## src/rtl/pfx_pkg.sv

```systemverilog
package pfx_pkg;

  typedef logic [1:0] widthCode_t;

  typedef enum logic [1:0] {
    ST_IDLE  = 2'd0,
    ST_ARMED = 2'd1,
    ST_BOUND = 2'd2
  } pfxState_t;

  typedef struct packed {
    logic loadPrefix;
    logic clearWidths;
    logic queryHit;
  } ctrlStrobe_t;

  // reserved register code 11 runs as 24-bit
  function automatic widthCode_t mapRegCode(input logic [1:0] raw);
    return (raw == 2'b11) ? 2'b10 : raw;
  endfunction

  // any address code with bit 1 set runs as 24-bit
  function automatic widthCode_t mapAddrCode(input logic [1:0] raw);
    return raw[1] ? 2'b01 : raw;
  endfunction

endpackage

```

## src/rtl/pfx_ctrl.sv

```systemverilog
module pfx_ctrl
  import pfx_pkg::*;
(
  input  logic        clk,
  input  logic        rstN,
  input  logic        syncStrobe,
  input  logic        instrDone,
  input  logic        isPrefixForm,
  input  logic        isQueryOp,
  output ctrlStrobe_t strobes,
  output logic        prefixTaken
);

  pfxState_t state, stateNext;

  always_comb begin
    stateNext           = state;
    strobes.loadPrefix  = 1'b0;
    strobes.clearWidths = 1'b0;
    strobes.queryHit    = syncStrobe && isQueryOp;
    prefixTaken         = syncStrobe && isPrefixForm;

    if (syncStrobe && isPrefixForm) begin
      strobes.loadPrefix = 1'b1;
      stateNext          = ST_ARMED;
    end else begin
      unique case (state)
        ST_ARMED: if (syncStrobe) stateNext = ST_BOUND;
        ST_BOUND: if (instrDone || syncStrobe) begin
          strobes.clearWidths = 1'b1;
          stateNext           = ST_IDLE;
        end
        default: stateNext = ST_IDLE;
      endcase
    end
  end

  always_ff @(posedge clk) begin
    if (!rstN) state <= ST_IDLE;
    else       state <= stateNext;
  end

endmodule

```

## src/rtl/pfx_datapath.sv

```systemverilog
module pfx_datapath
  import pfx_pkg::*;
#(
  parameter int OP_W       = 8,
  parameter int REG_CAP    = 2,
  parameter int ADDR_CAP   = 1,
  parameter int THREAD_CNT = 0
) (
  input  logic            clk,
  input  logic            rstN,
  input  logic [OP_W-1:0] opByte,
  input  ctrlStrobe_t     strobes,
  output logic            isPrefixForm,
  output logic            isQueryOp,
  output widthCode_t      regWidth,
  output widthCode_t      addrWidth,
  output logic            capHit,
  output logic [OP_W-1:0] capByte
);

  localparam int NIB_W = OP_W / 2;
  localparam logic [NIB_W-1:0] PFX_TAG = '1;
  localparam logic [OP_W-1:0] CAP_DESC =
    {REG_CAP[1:0], ADDR_CAP[1:0], THREAD_CNT[NIB_W-1:0]};

  logic [NIB_W-1:0] hiNib, loNib;

  assign hiNib        = opByte[OP_W-1:NIB_W];
  assign loNib        = opByte[NIB_W-1:0];
  assign isPrefixForm = (loNib == PFX_TAG) && (hiNib != '0);
  assign isQueryOp    = (loNib == PFX_TAG) && (hiNib == '0);
  assign capByte      = CAP_DESC;

  always_ff @(posedge clk) begin
    if (!rstN) begin
      regWidth  <= 2'b00;
      addrWidth <= 2'b00;
      capHit    <= 1'b0;
    end else begin
      capHit <= strobes.queryHit;
      if (strobes.loadPrefix) begin
        regWidth  <= mapRegCode(hiNib[NIB_W-1 -: 2]);
        addrWidth <= mapAddrCode(hiNib[NIB_W-3 -: 2]);
      end else if (strobes.clearWidths) begin
        regWidth  <= 2'b00;
        addrWidth <= 2'b00;
      end
    end
  end

endmodule

```

## src/rtl/pfx_width_decoder.sv

```systemverilog
module pfx_width_decoder
  import pfx_pkg::*;
#(
  parameter int OP_W       = 8,
  parameter int REG_CAP    = 2,
  parameter int ADDR_CAP   = 1,
  parameter int THREAD_CNT = 0
) (
  input  logic            clk,
  input  logic            rstN,
  input  logic [OP_W-1:0] opByte,
  input  logic            syncStrobe,
  input  logic            instrDone,
  output logic [1:0]      regWidth,
  output logic [1:0]      addrWidth,
  output logic            prefixTaken,
  output logic            capHit,
  output logic [OP_W-1:0] capByte
);

  ctrlStrobe_t strobes;
  logic        isPrefixForm, isQueryOp;

  pfx_ctrl u_ctrl (
    .clk          (clk),
    .rstN         (rstN),
    .syncStrobe   (syncStrobe),
    .instrDone    (instrDone),
    .isPrefixForm (isPrefixForm),
    .isQueryOp    (isQueryOp),
    .strobes      (strobes),
    .prefixTaken  (prefixTaken)
  );

  pfx_datapath #(
    .OP_W       (OP_W),
    .REG_CAP    (REG_CAP),
    .ADDR_CAP   (ADDR_CAP),
    .THREAD_CNT (THREAD_CNT)
  ) u_dp (
    .clk          (clk),
    .rstN         (rstN),
    .opByte       (opByte),
    .strobes      (strobes),
    .isPrefixForm (isPrefixForm),
    .isQueryOp    (isQueryOp),
    .regWidth     (regWidth),
    .addrWidth    (addrWidth),
    .capHit       (capHit),
    .capByte      (capByte)
  );

endmodule

```

## config.mk

```make
export PLATFORM = sky130hd
export DESIGN_NAME = pfx_width_decoder
export DESIGN_NICKNAME = d
export VERILOG_FILES = /design/src/rtl/pfx_pkg.sv /design/src/rtl/pfx_ctrl.sv /design/src/rtl/pfx_datapath.sv /design/src/rtl/pfx_width_decoder.sv
export SDC_FILE = /design/constraint.sdc
export NUM_CORES = 1
export LEC_CHECK = 0
export ABC_AREA = 1
export BUFFER_PORTS_ARGS = -buffer_cell sky130_fd_sc_hd__buf_2
export CAP_MARGIN = 15
export CORE_AREA = 2 2 39 41
export DETAILED_ROUTE_END_ITERATION = 12
export DIE_AREA = 0 0 41 43
export PLACE_DENSITY_LB_ADDON = 0.25
export SETUP_SLACK_MARGIN = 0.3
export SLEW_MARGIN = 20
export SYNTH_ARGS = -nofsm -noshare
export SYNTH_HDL_FRONTEND = slang
export SYNTH_HIERARCHICAL = 1
export SYNTH_SLANG_ARGS = --single-unit
```

## constraint.sdc

```tcl
create_clock -name clk -period 1.65 [get_ports clk]
set_clock_uncertainty 0.1 [all_clocks]
set_input_delay 0.2475 -clock clk [delete_from_list [all_inputs] [get_ports clk]]
set_output_delay 0.2475 -clock clk [all_outputs]
set_load 0.01 [all_outputs]
```

==> results of run 1 <==
==> cell type report <==
cell class / instances / area, um2 / share of cell area (%)
clock buffers: 3 / 22.5 / 5.10
inverters: 7 / 26.3 / 5.95
multi-input cells: 40 / 173 / 39.1
flip-flops and latches: 6 / 120 / 27.2
well taps: 16 / 20.0 / 4.53
repair buffers: 16 / 80.1 / 18.1
==> report_power, final <==
group	total [mW]	internal [mW]	leakage (nW)	switching, mW
sequential	0.148	0.147	0.0484	0.000645
combinational	0.0392	0.0148	0.189	0.0244
clock	0.133	0.0821	0.0138	0.0506
total	0.319	0.244	0.251	0.0757
==> through the flow <==
stage	utilization [%]	area, um2	hold slack [ns]	worst slack [ns]
after detailed placement	30.1	417	0.349	0.317
after global placement	30.1	417	0.351	0.321
final	31.9	442	0.141	0.390
after floorplan	-	392	0.241	0.418
after global routing	31.9	442	0.131	0.310
after CTS	31.7	439	0.130	0.313
==> path summary, 6_finish.rpt <==
| kind | start | to | slack (ns) |
|---|---|---|---|
| setup / recovery | opByte[7] | prefixTaken | 0.39 |
| hold / removal | rstN | u_dp/capHit$_SDFF_PN0_ | 0.14 |
| setup reg to reg | u_ctrl/state[1]$_SDFFE_PP0P_ | u_dp/addrWidth[0]$_SDFFE_PN0P_ | 0.60 |
| hold reg to reg | u_dp/addrWidth[0]$_SDFFE_PN0P_ | u_dp/addrWidth[0]$_SDFFE_PN0P_ | 0.35 |
==> layer usage <==
layer	up-vias	track usage [%]	wire length [um]
li1	183	-	-
met1	144	7.07	262
met2	19	10.6	278
met3	0	9.42	93
met4	0	2.00	0
met5	-	0	0
==> registers in the layout, indices dropped and copies added (netlist names) <==
signal	flops
u_dp/regWidth	2
u_ctrl/state	2
u_dp/capHit	1
u_dp/addrWidth	1
==> repair_timing <==
| item | in CTS | in global routing |
|---|---|---|
| resized for setup | 0 | 2 |
| hold buffers | 0 | 0 |
| setup endpoints to repair | 0 | 1 |
==> worst register-to-register path, stage by stage (launching register included) <==
cell	delay, ns
dfxtp_1	0.30
inv_1	0.05
nor2_1	0.12
nand2_1	0.06
nor2_1	0.12
nor2_2	0.07
nand2_1	0.05
a21oi_1	0.05
==> cell families (layout without fill, tap and decap cells) <==
family                 after synthesis  after routing  share of synthesized area, %
AO/OA/AOI/OAI                        6              6                          8.90
other                                2              9                          2.06
flip-flops                           6              6                          32.9
AND/OR/NAND/NOR                     25             25                          28.4
buffers and inverters               17             26                          27.7
==> cell usage in the layout (no fill, tap or decap), types with 2 or more instances in the layout <==
cell type and count:
clkbuf_4 3, a21oi_1 4, inv_1 6, nor2_1 6, nand2_1 13, dfxtp_1 6
nand3_1 2, buf_2 16, conb_1 9
==> impl_metrics.ini, run 1 <==
[clocking]
clk_latency_ns = 0.24
cts_tree = done
htree_levels = 1
clockBufferDepth = 2
clockRootBuffer = clkbuf_4
clkSinkCount = 6
clkTransAtPathRegs_ns = 0.04
numCtsBuffers = 3
postCtsSetupRepairBufs = 0

[worst_setup_path]
cp_top_family = buffers and inverters
critPathMaxStageDelay_ns = 0.13
slowest_stage = buf_2
crit_path_start_kind = input port
crit_type = in -> out
crit_path_max_fanout = 5
crit_chain = buf_2 -> nor2_1 -> nand2_1 -> nand2_1 -> inv_1 -> nand2_2 -> inv_2 -> buf_2
path_buf_inv = 4
critical_path_required_ns = 1.30
end_kind = output pin
crit_arrival_ns = 0.91
rr_worst_depth = 7
crit_cells = 8

[sta]
finalSetupTns_ns = 0
grt_setup_unrepaired = no
fmaxAchievable_ghz = 0.793
hold_viol_final = 0
period_share_pct = 76.4
setup_viol = 0
fin_crit_ns = 1.26
drv_slew = 0

[die]
die_w_um = 41
io_pins = 26
dieArea_mm2 = 0.00176
die_y_um = 43
start_util_pct = 26.4
core_mm2 = 0.00138
rows = 14

[synth]
ys_async_sr_fraction_pct = 0
yosys.area.top_type_share_pct = 32.9
ys_seq_area_share_pct = 32.9
ys.warnings.count = 6
syn-cell-area_um2 = 365
ys_ff_latch = 6
yosysTopAreaCell = dfxtp_1
synth_top_flop_cell = dfxtp_1
synthTopCellsByCount = nand2_1, buf_4, inv_1, dfxtp_1, nor2_1
synth_edf_count = 0
netlist-cell-type-count = 13
postSynthCellCount = 56
synth_area_leaders = dfxtp_1, buf_4, nand2_1
post-synth-top-count-cell = nand2_1
syn_area_per_cell_um2 = 6.52

[worst_hold_path]
hold_class = in -> reg
whs_path_depth = 3

[route]
antenna_left = 0
viasPerCell = 3.93
drt-total-wl_um = 633
post_drt_wl_per_cell_um = 7.19
drc = 0
drt_iter0_drc = 1
firstDrtPassIters = 2
num_vias = 346

[pwr]
powerDensity_mw_per_mm2 = 723
ir_worst_vdd_v = 0.000397
leakagePower_nw = 0.251
power.total_mw = 0.319

[run]
drv_cap = 0

[placement]
numPortBuffers = 16
dpl.cell_count = 85
gp_congestion = 0.632
hpwl_um = 549

[cells_and_area]
layout.cells.non_filler = 88
syn_to_final_growth_pct = 20.9
fill_cells = 164
num-nets-final = 86
drive_above_1_share_pct = 30.6
antennaDiodeCount = 0

[grt]
grt_antenna_before_repair = 0
grtUsageTotal_pct = 7.73
grt-ovfl-total = 0
grt_pass1_vias = 242
grt_max_degree = 6
grt_pass1_wl_um = 828

[run_status]
status = finished, final reports clean
(Power assumes the default switching activity.)
==> inputs of run 2 (changes only) <==
--- a/config.mk
+++ b/config.mk
@@ -5,7 +5,7 @@
 export SDC_FILE = /design/constraint.sdc
 export NUM_CORES = 1
 export LEC_CHECK = 0
-export ABC_AREA = 1
+export ABC_AREA = 0
 export BUFFER_PORTS_ARGS = -buffer_cell sky130_fd_sc_hd__buf_2
 export CAP_MARGIN = 15
 export CORE_AREA = 2 2 39 41
==> constraint.sdc (replaced) <==
create_clock -name clk -period 1.3 [get_ports clk]
set_clock_uncertainty 0.1 [all_clocks]
set_input_delay 0.195 -clock clk [delete_from_list [all_inputs] [get_ports clk]]
set_output_delay 0.195 -clock clk [all_outputs]
set_load 0.01 [all_outputs]
==> run 2 against run 1 <==
The run now ends with negative setup slack left. Global-route usage is 1.7 points higher. Sequential cell count stayed put. Design area is 24% higher. Highest routed layer unchanged. Die area stayed put. Sequential power is 27% higher.
==> impl_metrics.ini, run 2 <==
[clocking]
clk_latency_ns = 0.24
cts_hold_buf = 0
cts_tree = done
clockRootBuffer = clkbuf_4
clockBufferDepth = 2
clkSinkCount = 6
clkTransAtPathRegs_ns = 0.05
numCtsBuffers = 3
htree_levels = 1

[cells_and_area]
num-nets-final = 78
layout.cells.non_filler = 80
syn_to_final_growth_pct = 40.3
top_regs = u_ctrl/state (2), u_dp/regWidth (2)
antennaDiodeCount = 0
fill_cells = 146
layout_common_cells = buf_2, conb_1, nand2b_1, buf_6, buf_4
layout_commonest_cell = buf_2
drive_above_1_share_pct = 53.1

[worst_setup_path]
reg2reg_from = u_ctrl/state[0]$_SDFFE_PN0P_
critPathLaunch = opByte[6]
crit_arrival_ns = 1.24
crit_type = in -> out
crit_path_start_kind = input port
crit_path_max_fanout = 3
critical_path_required_ns = 1.00
rr_worst_depth = 4
end_kind = output pin

[placement]
numPortBuffers = 16
hpwl_um = 562
place_ws_ns = -0.408
dpl.cell_count = 75
gp_congestion = 0.716

[grt]
grt_antenna_before_repair = 0
grtUsageTotal_pct = 9.46
grt_pass1_wl_mm = 1.09
grt_pass1_vias = 297
grt-ovfl-total = 0
grt_max_degree = 8

[route]
num_vias = 326
drt-total-wl_um = 744
post_drt_wl_per_cell_um = 9.30
drc = 0
viasPerCell = 4.08
antenna_left = 0
drt_iter0_drc = 6
firstDrtPassIters = 4

[die]
dieArea_mm2 = 0.00176
die_w_um = 41
die_y_um = 43
rows = 14
io_pins = 26
start_util_pct = 28.3
core_mm2 = 0.00138

[run]
drv_cap = 0

[synth]
postSynthCellCount = 44
ys.warnings.count = 6
ys_seq_area_share_pct = 30.7
synthTopCellsByCount = buf_4, nand2b_1, dfxtp_1, and2_1, o21ai_0
syn-cell-area_um2 = 392
yosysTopAreaCell = dfxtp_1
synth_top_flop_cell = dfxtp_1
ys_ff_latch = 6
netlist-cell-type-count = 18
yosys.area.top_type_share_pct = 30.7
synth_area_leaders = dfxtp_1, buf_4, nand2b_1
post-synth-top-count-cell = buf_4
synth_edf_count = 0
ys_async_sr_fraction_pct = 0
syn_area_per_cell_um2 = 8.90

[sta]
period_share_pct = 118
drv_slew = 0
fin_crit_ns = 1.53
grt_setup_unrepaired = yes
hold_viol_final = 0
fmaxAchievable_ghz = 0.654
whs_ns = 0.112
finalWorstSetupSlack_ns = -0.230
setup_viol = 5

[pwr]
powerDensity_mw_per_mm2 = 768
power.total_mw = 0.422
ir_worst_vdd_v = 0.000362
leakagePower_nw = 0.254

[run_status]
failed_checks = negative setup slack
status = finished, violations left

[worst_hold_path]
hold_class = in -> reg
min_from = opByte[4]
whs_path_depth = 3
-- run 2: cell count changes after synthesis, moves of 2 or more --
cell	delta
a21oi_1	-3
and2_1	+3
inv_1	-7
nand2_1	-14
nand2b_1	+7
nor2_1	-5
o21a_1	+2
o21ai_0	+2
-- run 2: cell families after synthesis --
logic type / synth area share [%]
and+or+nand+nor: 37.4
buffers and inverters: 19.2
AOI/OAI and AO/OA: 10.9
DFF: 30.7
other: 1.92
-- run 2: layout make-up --
cell class	count	area [um2]	area share (%)
timing repair buffer	20	135	24.6
tap	16	20.0	3.64
clock buffer	3	22.5	4.10
sequential	6	124	22.6
multi-input combinational	35	248	45.1
-- run 2: stage by stage --
| stage | util (%) | area [um2] | setup TNS, ns |
|---|---|---|---|
| floorplan | - | 432 | -0.808 |
| global placement | 33.8 | 468 | -1.90 |
| detailed placement | 33.8 | 468 | -1.94 |
| CTS | 37.2 | 514 | -0.740 |
| global route | 39.7 | 549 | -0.926 |
| finish | 39.7 | 549 | -0.792 |
-- run 2: power breakdown --
group          total, mW  leakage (nW)  internal, mW  switching, mW
clock              0.169        0.0138         0.104         0.0644
combinational     0.0655         0.190        0.0316         0.0339
sequential         0.188        0.0499         0.187        0.00115
total              0.422         0.254         0.322         0.0994
-- run 2: final timing paths --
check                                                      end  slack [ns]
worst min register to register  u_dp/addrWidth[0]$_SDFFE_PN0P_        0.38
worst max-delay path                               prefixTaken       -0.23
worst min-delay path            u_dp/addrWidth[0]$_SDFFE_PN0P_        0.11
worst max register to register   u_dp/regWidth[0]$_SDFFE_PN0P_        0.29
-- run 2: layer usage --
layer  part of all wire (%)  global-route usage [%]  vias to the layer above
li1                       -                       -                      172
met1                     41                    9.71                      144
met2                     55                    14.4                       10
met3                    3.8                    3.14                        0
met4                      0                    8.00                        0
met5                      0                       0                        -
-- run 2: repair_timing --
action,CTS,global route
resized for setup,3,7
endpoints found under the setup margin,7,10
pin swaps,2,2
buffers inserted,1,1
cloned,0,0
-- run 2: worst max-delay path, cell delays in order --
cell,delay (ns)
buf_6,0.09
or4_4,0.53
nor2b_4,0.15
and2_4,0.16
buf_6,0.11
